**config.mk**
```make
export PLATFORM = sky130hd
export DESIGN_NAME = txword_queue
export DESIGN_NICKNAME = d
export VERILOG_FILES = /design/src/rtl/txq_pkg.sv /design/src/rtl/txq_assembler.sv /design/src/rtl/txq_store.sv /design/src/rtl/txq_ctrl.sv /design/src/rtl/txword_queue.sv
export SDC_FILE = /design/constraint.sdc
export NUM_CORES = 1
export LEC_CHECK = 0
export ABC_CLOCK_PERIOD_IN_PS = 4200
export BUFFER_PORTS_ARGS = -buffer_cell sky130_fd_sc_hd__buf_2
export CAP_MARGIN = 20
export CORE_MARGIN = 2
export CORE_UTILIZATION = 55
export DETAILED_ROUTE_END_ITERATION = 6
export PLACE_DENSITY = 0.78
export SLEW_MARGIN = 20
export SYNTH_ARGS = -nofsm -noshare
export SYNTH_HDL_FRONTEND = slang
export SYNTH_HIERARCHICAL = 1
export SYNTH_SLANG_ARGS = --single-unit
```
**constraint.sdc**
```tcl
create_clock -name clk -period 4.2 [get_ports clk]
set_input_delay 0.84 -clock clk [delete_from_list [all_inputs] [get_ports clk]]
set_output_delay 0.84 -clock clk [all_outputs]
set_load 0.005 [all_outputs]
```
**src/rtl/txq_pkg.sv**
```systemverilog
package txq_pkg;

  typedef enum logic {
    HALF_EMPTY = 1'b0,
    HALF_HELD  = 1'b1
  } half_state_e;

endpackage

```
**src/rtl/txq_assembler.sv**
```systemverilog
module txq_assembler
  import txq_pkg::*;
#(
  parameter int unsigned BUS_W  = 16,
  parameter int unsigned WORD_W = 31
) (
  input  logic              clk,
  input  logic              rst,
  input  logic [BUS_W-1:0]  bus_data,
  input  logic              ld_lo,
  input  logic              ld_hi,
  output logic [WORD_W-1:0] word_o,
  output logic              push_o
);

  localparam int unsigned HI_W = WORD_W - BUS_W;

  half_state_e      st_q;
  logic [BUS_W-1:0] lo_q;
  logic             unused_bus_top;

  // Bus bits above the high half carry nothing.
  assign unused_bus_top = ^bus_data[BUS_W-1:HI_W];

  always_ff @(posedge clk) begin
    if (rst) begin
      st_q   <= HALF_EMPTY;
      push_o <= 1'b0;
    end else begin
      push_o <= 1'b0;
      if (ld_lo) begin
        // Low strobe wins, including when both strobes arrive together.
        lo_q <= bus_data;
        st_q <= HALF_HELD;
      end else if (ld_hi && st_q == HALF_HELD) begin
        word_o <= {bus_data[HI_W-1:0], lo_q};
        push_o <= 1'b1;
        st_q   <= HALF_EMPTY;
      end
    end
  end

  // an orphan high strobe never produces a push
  a_r5_orphan_hi: assert property (@(posedge clk) disable iff (rst)
    (ld_hi && !ld_lo && st_q == HALF_EMPTY) |=> !push_o);

  // a high strobe on a held half always produces a push
  a_r2_completes: assert property (@(posedge clk) disable iff (rst)
    (ld_hi && !ld_lo && st_q == HALF_HELD) |=> push_o);

  // simultaneous strobes never push
  a_r7_lo_wins: assert property (@(posedge clk) disable iff (rst)
    (ld_hi && ld_lo) |=> (!push_o && st_q == HALF_HELD));

endmodule

```
**src/rtl/txq_store.sv**
```systemverilog
module txq_store #(
  parameter int unsigned WORD_W = 31,
  parameter int unsigned DEPTH  = 8,
  localparam int unsigned AW    = (DEPTH > 1) ? $clog2(DEPTH) : 1
) (
  input  logic              clk,
  input  logic              we,
  input  logic [AW-1:0]     waddr,
  input  logic [WORD_W-1:0] wdata,
  input  logic [AW-1:0]     raddr,
  output logic [WORD_W-1:0] rdata
);

  logic [WORD_W-1:0] mem [DEPTH];

  always_ff @(posedge clk) begin
    if (we) mem[waddr] <= wdata;
  end

  // Registered read; new data forwarded when the read slot is being written.
  always_ff @(posedge clk) begin
    if (we && waddr == raddr) rdata <= wdata;
    else                      rdata <= mem[raddr];
  end

endmodule

```
**src/rtl/txq_ctrl.sv**
```systemverilog
module txq_ctrl #(
  parameter int unsigned DEPTH = 8,
  localparam int unsigned AW   = (DEPTH > 1) ? $clog2(DEPTH) : 1,
  localparam int unsigned CW   = $clog2(DEPTH + 1)
) (
  input  logic          clk,
  input  logic          rst,
  input  logic          push,
  input  logic          pop,
  output logic          we,
  output logic [AW-1:0] waddr,
  output logic [AW-1:0] raddr,
  output logic [CW-1:0] count_q,
  output logic          ready_q,
  output logic          valid_q
);

  localparam logic [CW-1:0] FULL_CNT = CW'(DEPTH);
  localparam logic [AW-1:0] LAST_IDX = AW'(DEPTH - 1);

  logic [AW-1:0] wr_ptr_q, rd_ptr_q, rd_ptr_n;
  logic [CW-1:0] count_n;
  logic          push_ok, pop_ok;

  function automatic logic [AW-1:0] step(input logic [AW-1:0] p);
    return (p == LAST_IDX) ? '0 : p + 1'b1;
  endfunction

  assign push_ok  = push && (count_q != FULL_CNT);
  assign pop_ok   = pop && (count_q != '0);
  assign rd_ptr_n = pop_ok ? step(rd_ptr_q) : rd_ptr_q;

  always_comb begin
    count_n = count_q;
    if (push_ok && !pop_ok)      count_n = count_q + 1'b1;
    else if (pop_ok && !push_ok) count_n = count_q - 1'b1;
  end

  assign we    = push_ok;
  assign waddr = wr_ptr_q;
  assign raddr = rd_ptr_n;

  always_ff @(posedge clk) begin
    if (rst) begin
      wr_ptr_q <= '0;
      rd_ptr_q <= '0;
      count_q  <= '0;
      ready_q  <= 1'b1;
      valid_q  <= 1'b0;
    end else begin
      if (push_ok) wr_ptr_q <= step(wr_ptr_q);
      rd_ptr_q <= rd_ptr_n;
      count_q  <= count_n;
      ready_q  <= (count_n == '0);
      valid_q  <= (count_n != '0);
    end
  end

  // occupancy never exceeds the depth
  a_r4_no_overflow: assert property (@(posedge clk) disable iff (rst)
    count_q <= FULL_CNT);

  // a push at full leaves the count at full
  a_r4_full_hold: assert property (@(posedge clk) disable iff (rst)
    (count_q == FULL_CNT && push && !pop) |=> count_q == FULL_CNT);

  // flags agree with the count
  a_r8_flags: assert property (@(posedge clk) disable iff (rst)
    (ready_q == (count_q == '0)) && (valid_q == (count_q != '0)));

  // pop on empty with no push keeps the queue empty
  a_r9_pop_empty: assert property (@(posedge clk) disable iff (rst)
    (pop && !push && count_q == '0) |=> count_q == '0);

  // push and pop together leave the count unchanged
  a_r11_balance: assert property (@(posedge clk) disable iff (rst)
    (push && pop && count_q != '0 && count_q != FULL_CNT) |=> $stable(count_q));

  // master reset empties the queue
  a_r10_reset_empties: assert property (@(posedge clk)
    rst |=> (count_q == '0 && ready_q && !valid_q));

endmodule

```
**src/rtl/txword_queue.sv**
```systemverilog
module txword_queue #(
  parameter int unsigned BUS_W  = 16,
  parameter int unsigned WORD_W = 31,
  parameter int unsigned DEPTH  = 8,
  localparam int unsigned AW    = (DEPTH > 1) ? $clog2(DEPTH) : 1,
  localparam int unsigned CW    = $clog2(DEPTH + 1)
) (
  input  logic              clk,
  input  logic              rst,
  input  logic [BUS_W-1:0]  bus_data,
  input  logic              ld_lo,
  input  logic              ld_hi,
  input  logic              pop,
  output logic [WORD_W-1:0] head_word,
  output logic              head_valid,
  output logic              tx_ready,
  output logic [CW-1:0]     occupancy
);

  logic [WORD_W-1:0] asm_word;
  logic              asm_push;
  logic              wr_en;
  logic [AW-1:0]     wr_addr, rd_addr;

  txq_assembler #(.BUS_W(BUS_W), .WORD_W(WORD_W)) u_asm (
    .clk      (clk),
    .rst      (rst),
    .bus_data (bus_data),
    .ld_lo    (ld_lo),
    .ld_hi    (ld_hi),
    .word_o   (asm_word),
    .push_o   (asm_push)
  );

  txq_ctrl #(.DEPTH(DEPTH)) u_ctrl (
    .clk     (clk),
    .rst     (rst),
    .push    (asm_push),
    .pop     (pop),
    .we      (wr_en),
    .waddr   (wr_addr),
    .raddr   (rd_addr),
    .count_q (occupancy),
    .ready_q (tx_ready),
    .valid_q (head_valid)
  );

  txq_store #(.WORD_W(WORD_W), .DEPTH(DEPTH)) u_store (
    .clk   (clk),
    .we    (wr_en),
    .waddr (wr_addr),
    .wdata (asm_word),
    .raddr (rd_addr),
    .rdata (head_word)
  );

  // one cycle after reset the outputs show an empty queue
  a_r1_reset_state: assert property (@(posedge clk)
    rst |=> (tx_ready && !head_valid && occupancy == '0));

  // the head word holds while nothing is popped and the queue is non-empty
  a_r3_head_hold: assert property (@(posedge clk) disable iff (rst)
    (head_valid && !pop && !asm_push) |=> $stable(head_word));

endmodule

```
==> results of run 1 <==
[power groups by stage]
stage	logic, mW	registers, mW	clock network, mW
after floorplan	0.712	3.51	0
after CTS	0.886	3.50	2.61
after global routing	0.937	3.50	2.73
after detailed placement	0.873	3.57	0
after global placement	0.848	3.56	0
final	0.876	3.50	2.57
[kinds of logic (layout without fill, tap and decap cells)]
family | count (synthesis) | after routing | share of synthesized area
AO/OA/AOI/OAI | 25 | 25 | 0.0149
AND/OR/NAND/NOR | 52 | 52 | 0.0264
buffers and inverters | 28 | 125 | 0.0145
multiplexers | 97 | 97 | 0.169
adder cells (fa/ha/maj) | 6 | 6 | 0.00628
flip-flops | 312 | 312 | 0.769
[flip-flops by register name, indices dropped and copies added, names as in the netlist, named ones only]
signal           cells
u_asm/lo_q          16
u_ctrl/ready_q       1
u_asm/push_o         1
u_asm/st_q           1
u_ctrl/waddr         3
u_store/mem        248
u_ctrl/rd_ptr_q      3
u_asm/word_o        31
u_ctrl/valid_q       1
u_ctrl/count_q       4
[layout by cell type (no fill, tap or decap), types with 7 or more instances in the layout]
| master | Yosys | final |
|---|---|---|
| edfxtp_1 | 295 | 295 |
| clkbuf_16 | 0 | 29 |
| nand2b_1 | 7 | 7 |
| buf_4 | 1 | 12 |
| buf_2 | 4 | 57 |
| mux2_2 | 34 | 34 |
| nand2_1 | 11 | 11 |
| mux4_1 | 62 | 62 |
| dfxtp_1 | 17 | 15 |
[area by class of cell]
type | instances | area, um^2
Multi-Input combinational cell | 180 | 2620
Timing Repair Buffer | 70 | 395
Sequential cell | 312 | 9200
Clock inverter | 17 | 190
Inverter | 4 | 15.0
Clock buffer | 34 | 744
Tap cell | 275 | 344
Fill cell | 1348 | 7640
[per-layer routing]
metal  up-vias  track usage
met5         -            0
met3        34       0.0305
met4         0       0.0449
met1      2755        0.261
met2       160        0.337
li1       2382            -
[through the flow]
step | setup slack [ns] | total power, mW | util
after detailed placement | 1.16 | 4.44 | 0.595
after CTS | 0.580 | 7.00 | 0.639
after global placement | 1.23 | 4.41 | 0.594
final | 0.645 | 6.94 | 0.639
after global routing | 0.547 | 7.17 | 0.639
after floorplan | 0.298 | 4.22 | -
[how the worst max path moves through the flow]
stage / from / end / slack (ns) / cells after the start
3_3_place_gp: flip-flop / head_word[21] / 1.23 / 4
3_5_place_dp: flip-flop / head_word[26] / 1.16 / 4
5_1_grt: flip-flop / head_word[13] / 0.55 / 4
4_1_cts: flip-flop / head_word[13] / 0.58 / 4
2_1_floorplan: u_ctrl/count_q[1] / u_store/mem[0][0] / 0.30 / 8
6_report: flip-flop / head_word[13] / 0.65 / 4
==> out/metrics.cfg, run 1 <==
[clock_tree]
cts_buffers=29
h-tree-depth=1
clk_path_buf_depth=3
holdBufCountCts=0
cts_setup_buffers=0
cts_tree=done
cts_resized=0
cts_sinks=312
cts_root_buffer=clkbuf_16
insertion_delay_ns=0.53
clk_transition_reported_paths_ns=0.06

[routing]
drt-initial-drc-count=394
highest-signal-layer=met4
vias=5331
met2_length_mm=11.1
wl_per_cell_um=24.1
dr_wl_met3_mm=1.06
m1WireLength_mm=8.96
final_antenna_net_count=0
routed_wl_mm=21.5
drt_first_pass_iters=4
drc=0
route.detailed.vias_per_inst=5.98

[logic_synthesis]
yosysTopAreaCell=edfxtp_1
synthesis.area_mm2=0.0120
synth_seq_cells=312
yosysMostFrequentCell=edfxtp_1
synthCells=520
synth_cell_type_count=43
syn_area_per_cell_um2=23.0
netlist_top_cells_area=edfxtp_1 74%, mux4_1 14%, mux2_2 3.2%
synth_commonest_cells=295 x edfxtp_1, 62 x mux4_1, 34 x mux2_2, 17 x dfxtp_1, 11 x nand2_1
synthArstFlopShare=0
synth_top_area_frac=0.741
synth_edf_count=295
synthFlopType=edfxtp_1
ys_warn_count=6
syn_nets=547
yosysSeqAreaShare=0.769

[die]
initial_core_util=0.566
dieWidth_um=151
dieHeight_um=151
die-area_mm2=0.0229
rows=53
io_pins=58
core_area_mm2=0.0212

[setup_path]
r2r_slack_ns=1.53
crit_family=multiplexers
cpPeakStageDelay_ns=0.76
critical_path.max_fanout=40
slowest_stage=dfxtp_2
worstSetupStartpointType=flip-flop
rr_worst_depth=8
crit_path_end_kind=primary output
rr_endpoint=u_store/mem[0][4]
cp_num_buf_inv=2
crit_required_ns=3.36
critPathArrivalTime_ns=2.71
critPathKind=reg -> out
r2r_start=u_ctrl/count_q[1]
crit_chain=buf_12, mux4_1, mux2_2, buf_2

[run_status]
outcome=finished clean

[global_route]
grt_max_degree=41
grt_first_pass_wirelength_mm=32.5
gr-usage-all-layers=0.193
grt_pass1_vias=5645
overflow=0
antenna_found_initial=0

[sta]
setup_viol=0
fin_crit_sh=0.846
slew_headroom=0.267
whs_ns=0.419
slew_viol_final=0
hold_violations=0
fin_crit_ns=3.55
fmax_mhz=281
rsz0062_at_grt=no
skew_ns=0.00728
worstMarginPinSlew_ns=1.10
setup_tns_ns=0

[pwr]
pwr_density_cell_mw_per_mm2=514
seqPwrFrac=0.504
p_sw_mw=1.50
power_frac_comb=0.126
swShare=0.216
internal_power_mw=5.45
pwr-share-clk=0.370
p_leak_nw=4.44
ir_worst_vdd_mv=0.370

[layout]
fin_area_mm2=0.0135
syn2layout_area_growth_pct=13.0
stdcell_count=892
drive_gt1_frac=0.264
num_antenna_cells=0
nets=624

[placement]
dp_hpwl_mm=11.1
dpl.cell_count=841
portBuffers=57
gp_congestion=0.734
dpl-instance-area_mm2=0.0126

[hold_path]
hold_path_end=u_asm/word_o[14]
min_path_cells=0
hold_class=reg -> reg
min_from=u_asm/lo_q[14]

[flow_run]
cap_viol_max_count=0

(Power assumes the default switching activity.)
==> run 2: changes to the inputs <==
--- a/config.mk
+++ b/config.mk
@@ -5,7 +5,7 @@
 export SDC_FILE = /design/constraint.sdc
 export NUM_CORES = 1
 export LEC_CHECK = 0
-export ABC_CLOCK_PERIOD_IN_PS = 4200
+export ABC_CLOCK_PERIOD_IN_PS = 3700
 export BUFFER_PORTS_ARGS = -buffer_cell sky130_fd_sc_hd__buf_2
 export CAP_MARGIN = 20
 export CORE_MARGIN = 2
==> constraint.sdc (replaced) <==
create_clock -name clk -period 3.7 [get_ports clk]
set_input_delay 0.74 -clock clk [delete_from_list [all_inputs] [get_ports clk]]
set_output_delay 0.74 -clock clk [all_outputs]
set_load 0.005 [all_outputs]
==> out/metrics.cfg, run 2 (synthesis gave the netlist of run 1 again) <==
[run_status]
outcome=finished clean

[die]
initial_core_util=0.566  ; unchanged
core_area_mm2=0.0212  ; unchanged
die-area_mm2=0.0229  ; unchanged
io_pins=58  ; unchanged
dieHeight_um=151  ; unchanged
dieWidth_um=151  ; unchanged
rows=53  ; unchanged

[global_route]
grt_max_degree=35  ; -15%
gr-usage-all-layers=0.191  ; -0.00220
grt_first_pass_wirelength_mm=32.1  ; -1.3%
overflow=0  ; unchanged
grt_pass1_vias=5492  ; -2.7%
antenna_found_initial=0  ; unchanged

[routing]
vias=5379  ; +0.90%
drt-initial-drc-count=354  ; -10%
routed_wl_mm=21.3  ; -0.82%
wl_per_cell_um=23.7  ; -1.6%
final_antenna_net_count=0  ; unchanged
drc=0  ; unchanged
route.detailed.vias_per_inst=5.98  ; +0.11%
drt_first_pass_iters=4  ; unchanged

[setup_path]
r2r_start=u_ctrl/count_q[1]
crit_path_end_kind=primary output
worstSetupStartpointType=flip-flop
crit_chain=buf_4, mux4_1, mux2_2, buf_2
critical_path.max_fanout=15  ; -63%
rr_worst_depth=8  ; unchanged
critPathArrivalTime_ns=2.46  ; -0.25 ns
cpPeakStageDelay_ns=0.60  ; -0.16 ns
critPathKind=reg -> out
crit_required_ns=2.96  ; -0.40 ns
slowest_stage=mux4_1

[placement]
place_ws_ns=1.05  ; -0.116 ns
gp_congestion=0.719  ; -2.1%
portBuffers=57  ; unchanged
dpl.cell_count=843  ; +0.24%
dp_hpwl_mm=11.2  ; +1.1%

[sta]
fin_crit_ns=3.20
whs_ns=0.383  ; -0.0353 ns
fin_crit_sh=0.866
hold_violations=0  ; unchanged
layout_setup_ws_ns=0.496  ; -0.149 ns
skew_ns=0.0118  ; +0.00447 ns
slew_viol_final=0  ; unchanged
slew_headroom=0.285  ; +0.0178
setup_tns_ns=0  ; unchanged
rsz0062_at_grt=no
setup_viol=0  ; unchanged
fmax_mhz=312
worstMarginPinSlew_ns=1.07  ; -0.0267 ns

[layout]
stdcell_count=899  ; +0.78%
num_antenna_cells=0  ; unchanged
final_cell_mix=295 x edfxtp_1, 62 x mux4_1, 57 x buf_2, 34 x mux2_2, 31 x clkbuf_16
fin_util=0.648  ; +0.00958
syn2layout_area_growth_pct=14.7
final_common_cell=edfxtp_1
nets=627  ; +0.48%
largest_registers=u_store/mem x248, u_asm/word_o x31, u_asm/lo_q x16
drive_gt1_frac=0.280  ; +0.0163
largest_reg_flops=248  ; unchanged
max_flop_register=u_store/mem

[hold_path]
min_from=bus_data[15]
min_path_cells=1  ; +1
hold_class=in -> reg

[clock_tree]
h-tree-depth=1  ; unchanged
cts_root_buffer=clkbuf_16
cts_buffers=30  ; +3.4%
clk_transition_reported_paths_ns=0.06  ; about the same
holdBufCountCts=0  ; unchanged
insertion_delay_ns=0.54  ; about the same
cts_resized=0  ; unchanged
cts_tree=done
clk_path_buf_depth=3  ; unchanged
cts_setup_buffers=0  ; unchanged
cts_sinks=312  ; unchanged

[pwr]
pwr_density_cell_mw_per_mm2=601  ; +17%
p_leak_nw=4.53  ; +1.9%
ir_worst_vdd_mv=0.357  ; -3.7%

[flow_run]
cap_viol_max_count=0  ; unchanged

[run 2: where the power goes]
| group | internal, mW | total [mW] | switching, mW |
|---|---|---|---|
| registers | 3.88 | 3.95 | 0.0671 |
| clock network | 2.02 | 3.27 | 1.25 |
| logic | 0.608 | 1.03 | 0.418 |
[run 2: final cells by class]
type                       count  area, um^2
timing repair buffer          72         435
sequential                   312        9200
fill                        1325        7440
multi-input combinational    180        2630
tap                          275         344
inverter                       4        15.0
clock buffer                  33         783
clock inverter                23         307
[run 2: path summary, 6_finish.rpt]
check / endpoint / slack, ns
max: head_word[12] / 0.50
min: u_asm/lo_q[15] / 0.38
min reg2reg: u_asm/word_o[14] / 0.42
max reg2reg: u_store/mem[7][1] / 1.04
[run 2: metal layers]
metal  share of wire  track usage  vias to the layer above
li1                -            -                     2393
met1            0.41        0.256                     2762
met2            0.51        0.330                      189
met3           0.062       0.0293                       35
met4           0.023       0.0556                        0
met5               0            0                        -
[run 2: metrics by stage]
stage | power, mW | instance area (um^2)
3_3_place_gp | 5.02 | 12600
2_1_floorplan | 4.79 | 12000
5_1_grt | 8.52 | 13700
6_report | 8.25 | 13700
3_5_place_dp | 5.06 | 12600
4_1_cts | 8.31 | 13700
[run 2: worst max-delay path: cells and delay by family (launching register included)]
family	cells	cell delay, ns
flops	1	0.55
buf+inv	2	0.47
mux	2	0.89
==> run 3: changes to the inputs <==
--- a/config.mk
+++ b/config.mk
@@ -8,6 +8,7 @@
 export ABC_CLOCK_PERIOD_IN_PS = 3700
 export BUFFER_PORTS_ARGS = -buffer_cell sky130_fd_sc_hd__buf_2
 export CAP_MARGIN = 20
+export CORE_ASPECT_RATIO = 1.75
 export CORE_MARGIN = 2
 export CORE_UTILIZATION = 55
 export DETAILED_ROUTE_END_ITERATION = 6
==> out/metrics.cfg, run 3 (synthesis gave the netlist of run 1 again) <==
[clock_tree]
cts_setup_buffers=0  ; unchanged
cts_sinks=312  ; unchanged
insertion_delay_ns=0.51  ; -0.03 ns
clk_transition_reported_paths_ns=0.07  ; about the same
cts_tree=done
holdBufCountCts=0  ; unchanged
cts_resized=0  ; unchanged
cts_buffers=25  ; -17%
cts_root_buffer=clkbuf_16
h-tree-depth=1  ; unchanged
clk_path_buf_depth=3  ; unchanged

[layout]
largest_reg_flops=248  ; unchanged
max_flop_register=u_store/mem
drive_gt1_frac=0.265  ; -0.0150
syn2layout_area_growth_pct=12.7
final_common_cell=edfxtp_1
nets=623  ; -0.64%
fin_util=0.630  ; -0.0188
num_antenna_cells=0  ; unchanged
final_cell_mix=295 x edfxtp_1, 62 x mux4_1, 57 x buf_2, 34 x mux2_2, 25 x clkbuf_16
largest_registers=u_store/mem x248, u_asm/word_o x31, u_asm/lo_q x16

[global_route]
grt_pass1_vias=5503  ; +0.20%
grt_max_degree=63  ; +80%
grt_first_pass_wirelength_mm=32.1  ; +0.11%
overflow=0  ; unchanged
antenna_found_initial=0  ; unchanged
gr-usage-all-layers=0.190  ; -0.000920

[routing]
final_antenna_net_count=0  ; unchanged
route.detailed.vias_per_inst=5.87  ; -1.8%
vias=5322  ; -1.1%
drt-initial-drc-count=518  ; +46%
routed_wl_mm=21.6  ; +1.1%
drc=0  ; unchanged
wl_per_cell_um=23.8  ; +0.32%
drt_first_pass_iters=5  ; +1

[sta]
fin_crit_ns=3.10  ; -0.106 ns
worstMarginPinSlew_ns=0.809  ; -0.264 ns
slew_headroom=0.461  ; +0.176
fmax_mhz=323  ; +3.4%
fin_crit_sh=0.837  ; -0.0286
setup_tns_ns=0  ; unchanged
setup_viol=0  ; unchanged
rsz0062_at_grt=no
skew_ns=0.00891  ; -0.00285 ns
slew_viol_final=0  ; unchanged
hold_violations=0  ; unchanged

[die]
rows=71  ; +34%
core_area_mm2=0.0214  ; +1.2%
initial_core_util=0.559  ; -0.00674
die-area_mm2=0.0230  ; +0.20%
dieWidth_um=115  ; -24%
dieHeight_um=199  ; +31%
io_pins=58  ; unchanged

[setup_path]
worstSetupStartpointType=flip-flop
critPathKind=reg -> out
critical_path.max_fanout=62  ; +47
crit_path_end_kind=primary output
critPathArrivalTime_ns=2.36  ; -0.10 ns
r2r_start=u_ctrl/count_q[1]
crit_required_ns=2.96  ; about the same

[flow_run]
cap_viol_max_count=0  ; unchanged

[run_status]
outcome=finished clean

[hold_path]
hold_class=in -> reg
min_from=bus_data[11]

[placement]
dp_hpwl_mm=11.6  ; +3.1%
gp_congestion=0.732  ; +1.9%
portBuffers=57  ; unchanged

[pwr]
p_leak_nw=4.41  ; -2.7%
ir_worst_vdd_mv=0.386  ; +8.1%
pwr_density_cell_mw_per_mm2=568  ; -5.5%

run 3: changes by cell type in the layout (fill, tap and decap cells not counted):
cell / previous run / this run
clkbuf_16: 31 / 25
clkbuf_8: 0 / 6
clkinv_2: 7 / 2
bufinv_16: 7 / 3
buf_4: 12 / 15
clkinv_4: 3 / 0
buf_12: 3 / 1
clkbuf_1: 2 / 3
clkinv_1: 3 / 4
inv_6: 1 / 0
run 3: worst paths after layout:
check	slack, ns	cells past startpoint	end
setup reg to reg	1.03	8	u_store/mem[7][9]
setup / recovery	0.60	4	head_word[0]
hold / removal	0.41	1	u_asm/lo_q[11]
hold reg to reg	0.42	0	u_asm/word_o[3]
run 3: cell type report:
cell class / instances / area [um^2]
Tap cell: 292 / 365
Clock inverter: 11 / 130
Timing Repair Buffer: 73 / 418
Fill cell: 1384 / 7930
Inverter: 4 / 15.0
Clock buffer: 34 / 719
Multi-Input combinational cell: 180 / 2630
Sequential cell: 312 / 9200
run 3: power by group:
part | total (mW) | internal (mW) | switching (mW) | leakage (nW)
clock | 2.71 | 1.57 | 1.14 | 0.412
combinational | 1.03 | 0.583 | 0.446 | 1.19
sequential | 3.92 | 3.88 | 0.0414 | 2.80
run 3: through the flow:
stage               total power [mW]  instances  cell area [um^2]  setup slack, ns  hold slack (ns)
floorplan                       4.79        520             12000            0.628            0.400
global placement                5.00        861             12600             1.18            0.405
detailed placement              5.03        861             12600             1.12            0.405
CTS                             7.73        906             13500            0.557            0.397
global route                    7.92        906             13500            0.482            0.395
finish                          7.66        906             13500            0.602            0.413
run 3: routing by layer:
metal  vias up  wire, um  global-route usage
met5         -         0                   0
met4         0       404              0.0540
met3        28       953              0.0276
met2       146     11600               0.341
met1      2765      8590               0.240
li1       2383         -                   -
run 3: worst max-delay path, stage by stage, from the launching register on:
cell     delay (ns)
dfxtp_2        0.32
buf_4          0.64
mux4_1         0.43
mux2_2         0.30
buf_2          0.13
